File: src/rtl/brk_pkg.sv
package brk_pkg;
  typedef enum logic [1:0] {
    SZ_ANY  = 2'b00,
    SZ_BYTE = 2'b01,
    SZ_WORD = 2'b10,
    SZ_LONG = 2'b11
  } size_e;

  typedef enum logic [1:0] {
    BUS_INT = 2'b00,
    BUS_UPR = 2'b01,
    BUS_LWR = 2'b10,
    BUS_LOC = 2'b11
  } bus_sel_e;
endpackage

File: src/rtl/brk_regs.sv
module brk_regs #(
  parameter int DW = 32
) (
  input  logic          clk,
  input  logic          rst,
  input  logic          wr_en,
  input  logic          wr_sel,
  input  logic [DW-1:0] wr_data,
  input  logic          rd_sel,
  output logic [DW-1:0] rd_data,
  output logic [DW-1:0] val_o,
  output logic [DW-1:0] mask_o
);
  logic [DW-1:0] val_q, mask_q, rd_q;

  always_ff @(posedge clk) begin
    if (rst) begin
      val_q  <= '0;
      mask_q <= '0;
    end else if (wr_en) begin
      if (wr_sel) mask_q <= wr_data;
      else        val_q  <= wr_data;
    end
  end

  always_ff @(posedge clk) begin
    if (rst) rd_q <= '0;
    else     rd_q <= rd_sel ? mask_q : val_q;
  end

  assign rd_data = rd_q;
  assign val_o   = val_q;
  assign mask_o  = mask_q;

  AST_WRITE_LANDS: assert property (@(posedge clk) disable iff (rst)
    ($past(wr_en) && !$past(rst)) |-> ((($past(wr_sel) ? mask_q : val_q)) == $past(wr_data)));

  AST_UNWRITTEN_HOLDS: assert property (@(posedge clk) disable iff (rst)
    (!$past(wr_en) && !$past(rst)) |-> ($stable(mask_q) && $stable(val_q)));
endmodule

File: src/rtl/brk_lane_sel.sv
module brk_lane_sel
  import brk_pkg::*;
#(
  parameter int DW = 32,
  localparam int HW = DW / 2
) (
  input  logic [1:0]    bus_sel,
  input  logic          dual_move,
  input  logic [DW-1:0] int_data,
  input  logic [HW-1:0] xa_data,
  input  logic [HW-1:0] xb_data,
  input  logic [DW-1:0] lb_data,
  input  logic [DW-1:0] val,
  input  logic [DW-1:0] mask,
  output logic          is_wide,
  output logic [DW-1:0] wide_bus,
  output logic [HW-1:0] half_bus,
  output logic [HW-1:0] half_val,
  output logic [HW-1:0] half_mask
);
  logic use_upper;

  always_comb begin
    is_wide   = 1'b0;
    use_upper = 1'b0;
    wide_bus  = '0;
    half_bus  = '0;
    unique case (bus_sel_e'(bus_sel))
      BUS_INT: begin
        is_wide  = 1'b1;
        wide_bus = int_data;
        half_bus = int_data[HW-1:0];
      end
      BUS_UPR: begin
        use_upper = 1'b1;
        half_bus  = xa_data;
      end
      BUS_LWR: begin
        half_bus = xb_data;
      end
      BUS_LOC: begin
        is_wide   = 1'b1;
        use_upper = dual_move;
        wide_bus  = lb_data;
        half_bus  = dual_move ? lb_data[DW-1:HW] : lb_data[HW-1:0];
      end
      default: ;
    endcase
  end

  assign half_val  = use_upper ? val[DW-1:HW]  : val[HW-1:0];
  assign half_mask = use_upper ? mask[DW-1:HW] : mask[HW-1:0];
endmodule

File: src/rtl/brk_match.sv
module brk_match
  import brk_pkg::*;
#(
  parameter int DW = 32,
  parameter int BW = 8,
  localparam int HW = DW / 2,
  localparam int NW = DW / BW,
  localparam int NH = HW / BW
) (
  input  logic [1:0]    size,
  input  logic          is_wide,
  input  logic [DW-1:0] wide_bus,
  input  logic [DW-1:0] val,
  input  logic [DW-1:0] mask,
  input  logic [HW-1:0] half_bus,
  input  logic [HW-1:0] half_val,
  input  logic [HW-1:0] half_mask,
  output logic          data_ok
);
  logic [NW-1:0] wide_lane_ok;
  logic [NH-1:0] byte_lane_ok;
  logic          wide_ok, word_ok, byte_ok;

  for (genvar k = 0; k < NW; k++) begin : g_wide
    assign wide_lane_ok[k] =
      ((wide_bus[k*BW +: BW] ^ val[k*BW +: BW]) & ~mask[k*BW +: BW]) == '0;
  end

  for (genvar k = 0; k < NH; k++) begin : g_byte
    assign byte_lane_ok[k] =
      ((half_bus[BW-1:0] ^ half_val[k*BW +: BW]) & ~half_mask[k*BW +: BW]) == '0;
  end

  assign wide_ok = &wide_lane_ok;
  assign word_ok = ((half_bus ^ half_val) & ~half_mask) == '0;
  assign byte_ok = &byte_lane_ok;

  always_comb begin
    unique case (size_e'(size))
      SZ_BYTE: data_ok = byte_ok;
      SZ_WORD: data_ok = word_ok;
      SZ_LONG: data_ok = is_wide ? wide_ok : word_ok;
      default: data_ok = 1'b0;
    endcase
  end
endmodule

File: src/rtl/brk_data_match.sv
module brk_data_match
  import brk_pkg::*;
#(
  parameter int DW = 32,
  parameter int BW = 8,
  localparam int HW = DW / 2
) (
  input  logic          clk,
  input  logic          rst,
  input  logic          reg_wr_en,
  input  logic          reg_wr_sel,
  input  logic [DW-1:0] reg_wr_data,
  input  logic          reg_rd_sel,
  output logic [DW-1:0] reg_rd_data,
  input  logic          cfg_data_en,
  input  logic [1:0]    cfg_size,
  input  logic [1:0]    cfg_bus_sel,
  input  logic          bus_valid,
  input  logic [1:0]    bus_size,
  input  logic [DW-1:0] int_data,
  input  logic [HW-1:0] xa_data,
  input  logic [HW-1:0] xb_data,
  input  logic [DW-1:0] lb_data,
  input  logic          lb_dual_move,
  output logic          hit_o
);
  logic [DW-1:0] val, mask, wide_bus;
  logic [HW-1:0] half_bus, half_val, half_mask;
  logic          is_wide, data_ok, size_ok, data_cond, hit_q;

  brk_regs #(.DW(DW)) u_regs (
    .clk(clk), .rst(rst), .wr_en(reg_wr_en), .wr_sel(reg_wr_sel),
    .wr_data(reg_wr_data), .rd_sel(reg_rd_sel), .rd_data(reg_rd_data),
    .val_o(val), .mask_o(mask)
  );

  brk_lane_sel #(.DW(DW)) u_lane (
    .bus_sel(cfg_bus_sel), .dual_move(lb_dual_move), .int_data(int_data),
    .xa_data(xa_data), .xb_data(xb_data), .lb_data(lb_data),
    .val(val), .mask(mask), .is_wide(is_wide), .wide_bus(wide_bus),
    .half_bus(half_bus), .half_val(half_val), .half_mask(half_mask)
  );

  brk_match #(.DW(DW), .BW(BW)) u_match (
    .size(cfg_size), .is_wide(is_wide), .wide_bus(wide_bus),
    .val(val), .mask(mask), .half_bus(half_bus), .half_val(half_val),
    .half_mask(half_mask), .data_ok(data_ok)
  );

  assign size_ok   = (size_e'(cfg_size) == SZ_ANY) || (cfg_size == bus_size);
  assign data_cond = cfg_data_en ? data_ok : 1'b1;

  always_ff @(posedge clk) begin
    if (rst) hit_q <= 1'b0;
    else     hit_q <= bus_valid && size_ok && data_cond;
  end

  assign hit_o = hit_q;

  AST_HIT_NEEDS_VALID: assert property (@(posedge clk) disable iff (rst)
    hit_o |-> $past(bus_valid));

  AST_ANY_SIZE_BLOCKS: assert property (@(posedge clk) disable iff (rst)
    hit_o |-> !($past(cfg_data_en) && $past(cfg_size) == 2'b00));

  AST_SIZE_EQUAL: assert property (@(posedge clk) disable iff (rst)
    (hit_o && $past(cfg_size) != 2'b00) |-> ($past(bus_size) == $past(cfg_size)));

  AST_FULL_MASKED_EQ: assert property (@(posedge clk) disable iff (rst)
    (hit_o && $past(cfg_data_en) && $past(cfg_size) == 2'b11 && $past(cfg_bus_sel) == 2'b00)
      |-> ((($past(int_data) ^ $past(val)) & ~$past(mask)) == '0));
endmodule

File: config.mk
export PLATFORM = sky130hd
export DESIGN_NAME = brk_data_match
export DESIGN_NICKNAME = d
export VERILOG_FILES = /design/src/rtl/brk_pkg.sv /design/src/rtl/brk_regs.sv /design/src/rtl/brk_lane_sel.sv /design/src/rtl/brk_match.sv /design/src/rtl/brk_data_match.sv
export SDC_FILE = /design/constraint.sdc
export NUM_CORES = 1
export LEC_CHECK = 0
export BUFFER_PORTS_ARGS = -buffer_cell sky130_fd_sc_hd__buf_2
export CAP_MARGIN = 40
export CORE_MARGIN = 5
export CORE_UTILIZATION = 48
export DETAILED_ROUTE_END_ITERATION = 10
export PLACE_DENSITY_LB_ADDON = 0.15
export SLEW_MARGIN = 10
export SYNTH_ARGS = -nofsm -noshare
export SYNTH_HDL_FRONTEND = slang
export SYNTH_SLANG_ARGS = --single-unit
File: constraint.sdc
create_clock -name clk -period 2.7 [get_ports clk]
set_clock_uncertainty 0.05 [all_clocks]
set_input_delay 0.405 -clock clk [delete_from_list [all_inputs] [get_ports clk]]
set_output_delay 0.405 -clock clk [all_outputs]
set_load 0.1 [all_outputs]
==> impl_metrics.csv <==
group,metric,value,unit
sta,worst_slew_margin_rel,0.5271,
sta,finalCriticalPeriod,2.600,ns
worst_setup_path,crit_path_end_kind,"register",
power,power_density,498.4,nW/um^2
clock_network,path_clk_slew,0.07,ns
floorplan,floorplan.initialDensity,0.4932,
grt,first_global_vias,6607,
clock_network,cts.root.buffer_cell,"sky130_fd_sc_hd__clkbuf_16",
logic_synthesis,synth.avg_cell_area,7.661,sq um
place,dp.cells,1169,
logic_synthesis,synth_top_cells_by_area,"sky130_fd_sc_hd__dfxtp_1 (31%), sky130_fd_sc_hd__nand2_1 (8.3%), sky130_fd_sc_hd__xnor2_1 (7.5%)",
logic_synthesis,synth_most_common_cell,"sky130_fd_sc_hd__nand2_1",
worst_hold_path,hold-path-endpoint,"u_regs.mask_o[19]$_SDFFE_PP0P_",
detailed_routing,avgRoutedWirePerCell,19.68,microns
worst_setup_path,rr_worst_depth,7,
layout,antenna_cells_inserted,0,
floorplan,placement_rows,41,
sta,hold_viol,0,
layout,fillers,1205,
logic_synthesis,synth.distinct_cells,62,
worst_hold_path,hold_path_startpoint,"reg_wr_data[19]",
sta,post-route-period-util,0.9628,
logic_synthesis,synth_nets,967,
logic_synthesis,synthesized_cell_area,6275,sq um
power,total_leakage_power,0.003386,uW
layout,flow.area_growth_from_synthesis,28.53,%
detailed_routing,detailroute.via_count,6898,
floorplan,chipHeight,124.3,microns
run_status,status,"finished clean",
sta,finalSetupViolCount,0,
worst_setup_path,path_max_fanout,22,
place,placement_cell_area,7676,sq um
grt,global_route.overflow_total,0,
place,portBuffers,174,
clock_network,htreeDepth,3,
logic_synthesis,synth_top_area_frac,0.3095,
worst_setup_path,crit_required,2.93,ns
clock_network,cts_hold_buffers,0,
worst_hold_path,hold_class,"in -> reg",
clock_network,cts_sinks,97,
worst_setup_path,data_arrival_at_the_endpoint_of_the_critical_path,2.83,ns
layout,final_area,8065,sq um
logic_synthesis,netlist.top_cell.by_area,"sky130_fd_sc_hd__dfxtp_1",
sta,slew_viol_final,0,
worst_setup_path,critical_path.cell_chain,"buf_2, ha_1, buf_12, a22oi_4, xnor2_1, a211oi_2, o2111ai_2, or4_4, o31ai_4, o21ai_1, a21oi_1",
logic_synthesis,postSynthRegisterBits,97,
sta,max_slew.worst_pin.slew,0.6995,ns
layout,footprint_of_the_multi_input_gates,4050,sq um
place,place.detailed.hpwl,18550,microns
worst_setup_path,capture_instance_of_the_worst_register_to_register_path,"hit_o$_SDFF_PP0_",
logic_synthesis,synth-edff-count,0,
grt,antenna_violations_before_repair,0,
floorplan,die_w,124.3,microns
clock_network,worstSkewPairLatency,0.35,ns
logic_synthesis,synth_common_cells,"sky130_fd_sc_hd__nand2_1 (139), sky130_fd_sc_hd__dfxtp_1 (97), sky130_fd_sc_hd__a21oi_1 (86), sky130_fd_sc_hd__nor2_1 (86), sky130_fd_sc_hd__xnor2_1 (54)",
sta,fmax,384.7,MHz
layout,post_route_cells_drive_above_1_share,0.2949,
detailed_routing,drt_total_wl,23340,microns
grt,grt_max_degree,84,
floorplan,design.die.area,15460,sq um
worst_setup_path,timing.critical_path.from_type,"input pin",
sta,setup-tns-final,0,ns
floorplan,io_pins,175,
layout,seqCellArea,1942,sq um
clock_network,tritoncts.num_buffers,9,
logic_synthesis,synth_async_sr_flop_share,0,
worst_setup_path,r2r_start,"u_regs.val_o[16]$_SDFFE_PP0P_",
worst_hold_path,hold_path_depth,3,
worst_setup_path,rrSetupSlack,0.38,ns
clock_network,ctsLongestPathBuffers,2,
layout,fin_nets,1157,
grt,grt_pass1_wl,36270,microns
worst_setup_path,critical_path_class,"in -> reg",
worst_setup_path,crit_path_max_incr_delay,0.55,ns
detailed_routing,final_antenna_net_count,0,
clock_network,tritoncts,"yes",
floorplan,placeable_core_area,12720,sq um
sta,final.setup.worst_slack,0.1004,ns
logic_synthesis,sequential_element_share_of_the_synthesized_area,0.3095,
logic_synthesis,yosys_most_used_dff,"sky130_fd_sc_hd__dfxtp_1",
detailed_routing,drcViolationCount,0,
detailed_routing,detail_route.iter0.violations,630,
worst_setup_path,slowest_stage,"sky130_fd_sc_hd__or4_4",
logic_synthesis,yosys_warnings,0,
power,max_vdd_drop,0.4601,mV
place,dp_worst_setup_slack,-0.2470,ns
detailed_routing,drt_first_pass_iters,5,
grt,grtUsageTotal,0.2891,
detailed_routing,via_per_inst,5.816,
logic_synthesis,syn_inst,819,
layout,final_cell_count_without_fillers,1186,
place,gpl.final_weighted_congestion,1.014,
job,max_cap_viol_count,0,
logic make-up (layout without fill, tap and decap cells):
kind of cell / count (synthesis) / after routing / share of synthesized area
and+or+nand+nor: 289 / 289 / 0.1984
AOI/OAI and AO/OA: 224 / 224 / 0.2403
DFF: 97 / 97 / 0.3095
buffers and inverters: 81 / 276 / 0.05504
xor gates and xnor gates: 62 / 62 / 0.08654
muxes: 60 / 60 / 0.09830
adders and majority gates: 6 / 6 / 0.01196
layer usage:
metal,wire length [microns],global-route usage,vias to the layer above,part of all wire
met2,10460,0.4520,357,0.45
met4,577,0.08511,0,0.025
met3,2395,0.07376,47,0.10
li1,-,-,3283,-
met5,0,0,-,0
met1,9913,0.3932,3211,0.42
cells in the final DEF, fill, tap and decap left out, types with 5 or more instances in the layout:
master	n
sky130_fd_sc_hd__clkbuf_16	9
sky130_fd_sc_hd__buf_2	174
sky130_fd_sc_hd__a31oi_1	7
sky130_fd_sc_hd__nor2_1	85
sky130_fd_sc_hd__xor2_1	8
sky130_fd_sc_hd__o21ai_0	15
sky130_fd_sc_hd__o32ai_1	7
sky130_fd_sc_hd__a21o_1	5
sky130_fd_sc_hd__mux2_2	13
sky130_fd_sc_hd__ha_1	5
sky130_fd_sc_hd__inv_1	9
sky130_fd_sc_hd__xnor2_1	54
sky130_fd_sc_hd__nor2b_1	10
sky130_fd_sc_hd__or3_1	8
sky130_fd_sc_hd__nor3_1	12
sky130_fd_sc_hd__nand2_1	139
sky130_fd_sc_hd__buf_4	69
sky130_fd_sc_hd__dfxtp_1	97
sky130_fd_sc_hd__a222oi_1	5
sky130_fd_sc_hd__a22oi_1	27
sky130_fd_sc_hd__nand2b_1	9
sky130_fd_sc_hd__mux2i_1	46
sky130_fd_sc_hd__a21oi_1	85
sky130_fd_sc_hd__a22o_1	6
sky130_fd_sc_hd__o22ai_1	13
power by group:
group | internal (uW) | switching (uW)
Combinational | 477 | 644
Sequential | 1490 | 88.9
Clock | 736 | 584
Total | 2700 | 1320
registers in the layout, summed over array words and instances (netlist names):
register	cells
u_regs.val_o	32
hit_o	1
u_regs.rd_data	32
u_regs.mask_o	32
area by class of cell:
cell class                 instances  area share
clock buffer                       9     0.02792
clock inverter                     7     0.01055
inverter                          10    0.004654
multi-input combinational        641      0.5022
sequential                        97      0.2408
tap                              172     0.02668
timing repair buffer             250      0.1872
worst max-delay path, delay by kind of cell:
| family | cells | cell delay, ns |
|---|---|---|
| AOI/OAI and AO/OA | 6 | 1.24 |
| and+or+nand+nor | 1 | 0.55 |
| buffers and inverters | 2 | 0.29 |
| adders and majority gates | 1 | 0.22 |
| xor gates and xnor gates | 1 | 0.10 |
what timing repair did:
action                     4_1_cts  5_1_grt
setup endpoints to repair        0        1
setup buffers                    0        1
resized for setup                0       17
metrics by stage:
stage,hold WS [ns],util,power [uW]
floorplan,0.4071,-,2265
global placement,0.4167,0.6012,2684
detailed placement,0.4313,0.6034,2687
CTS,0.2460,0.6278,3989
global route,0.2528,0.6340,4192
finish,0.2532,0.6340,4020
worst max path at each step:
stage	startpoint	to	slack (ns)	cells past startpoint
final	cfg_bus_sel[0]	hit_o$_SDFF_PP0_	0.10	11
after global routing	cfg_bus_sel[1]	hit_o$_SDFF_PP0_	-0.03	13
after CTS	cfg_bus_sel[1]	hit_o$_SDFF_PP0_	0.12	12
after detailed placement	cfg_bus_sel[1]	hit_o$_SDFF_PP0_	-0.25	12
after global placement	cfg_bus_sel[1]	hit_o$_SDFF_PP0_	-0.25	12
after floorplan	cfg_bus_sel[0]	hit_o$_SDFF_PP0_	0.10	12
Power figures use the tool's default switching activity.
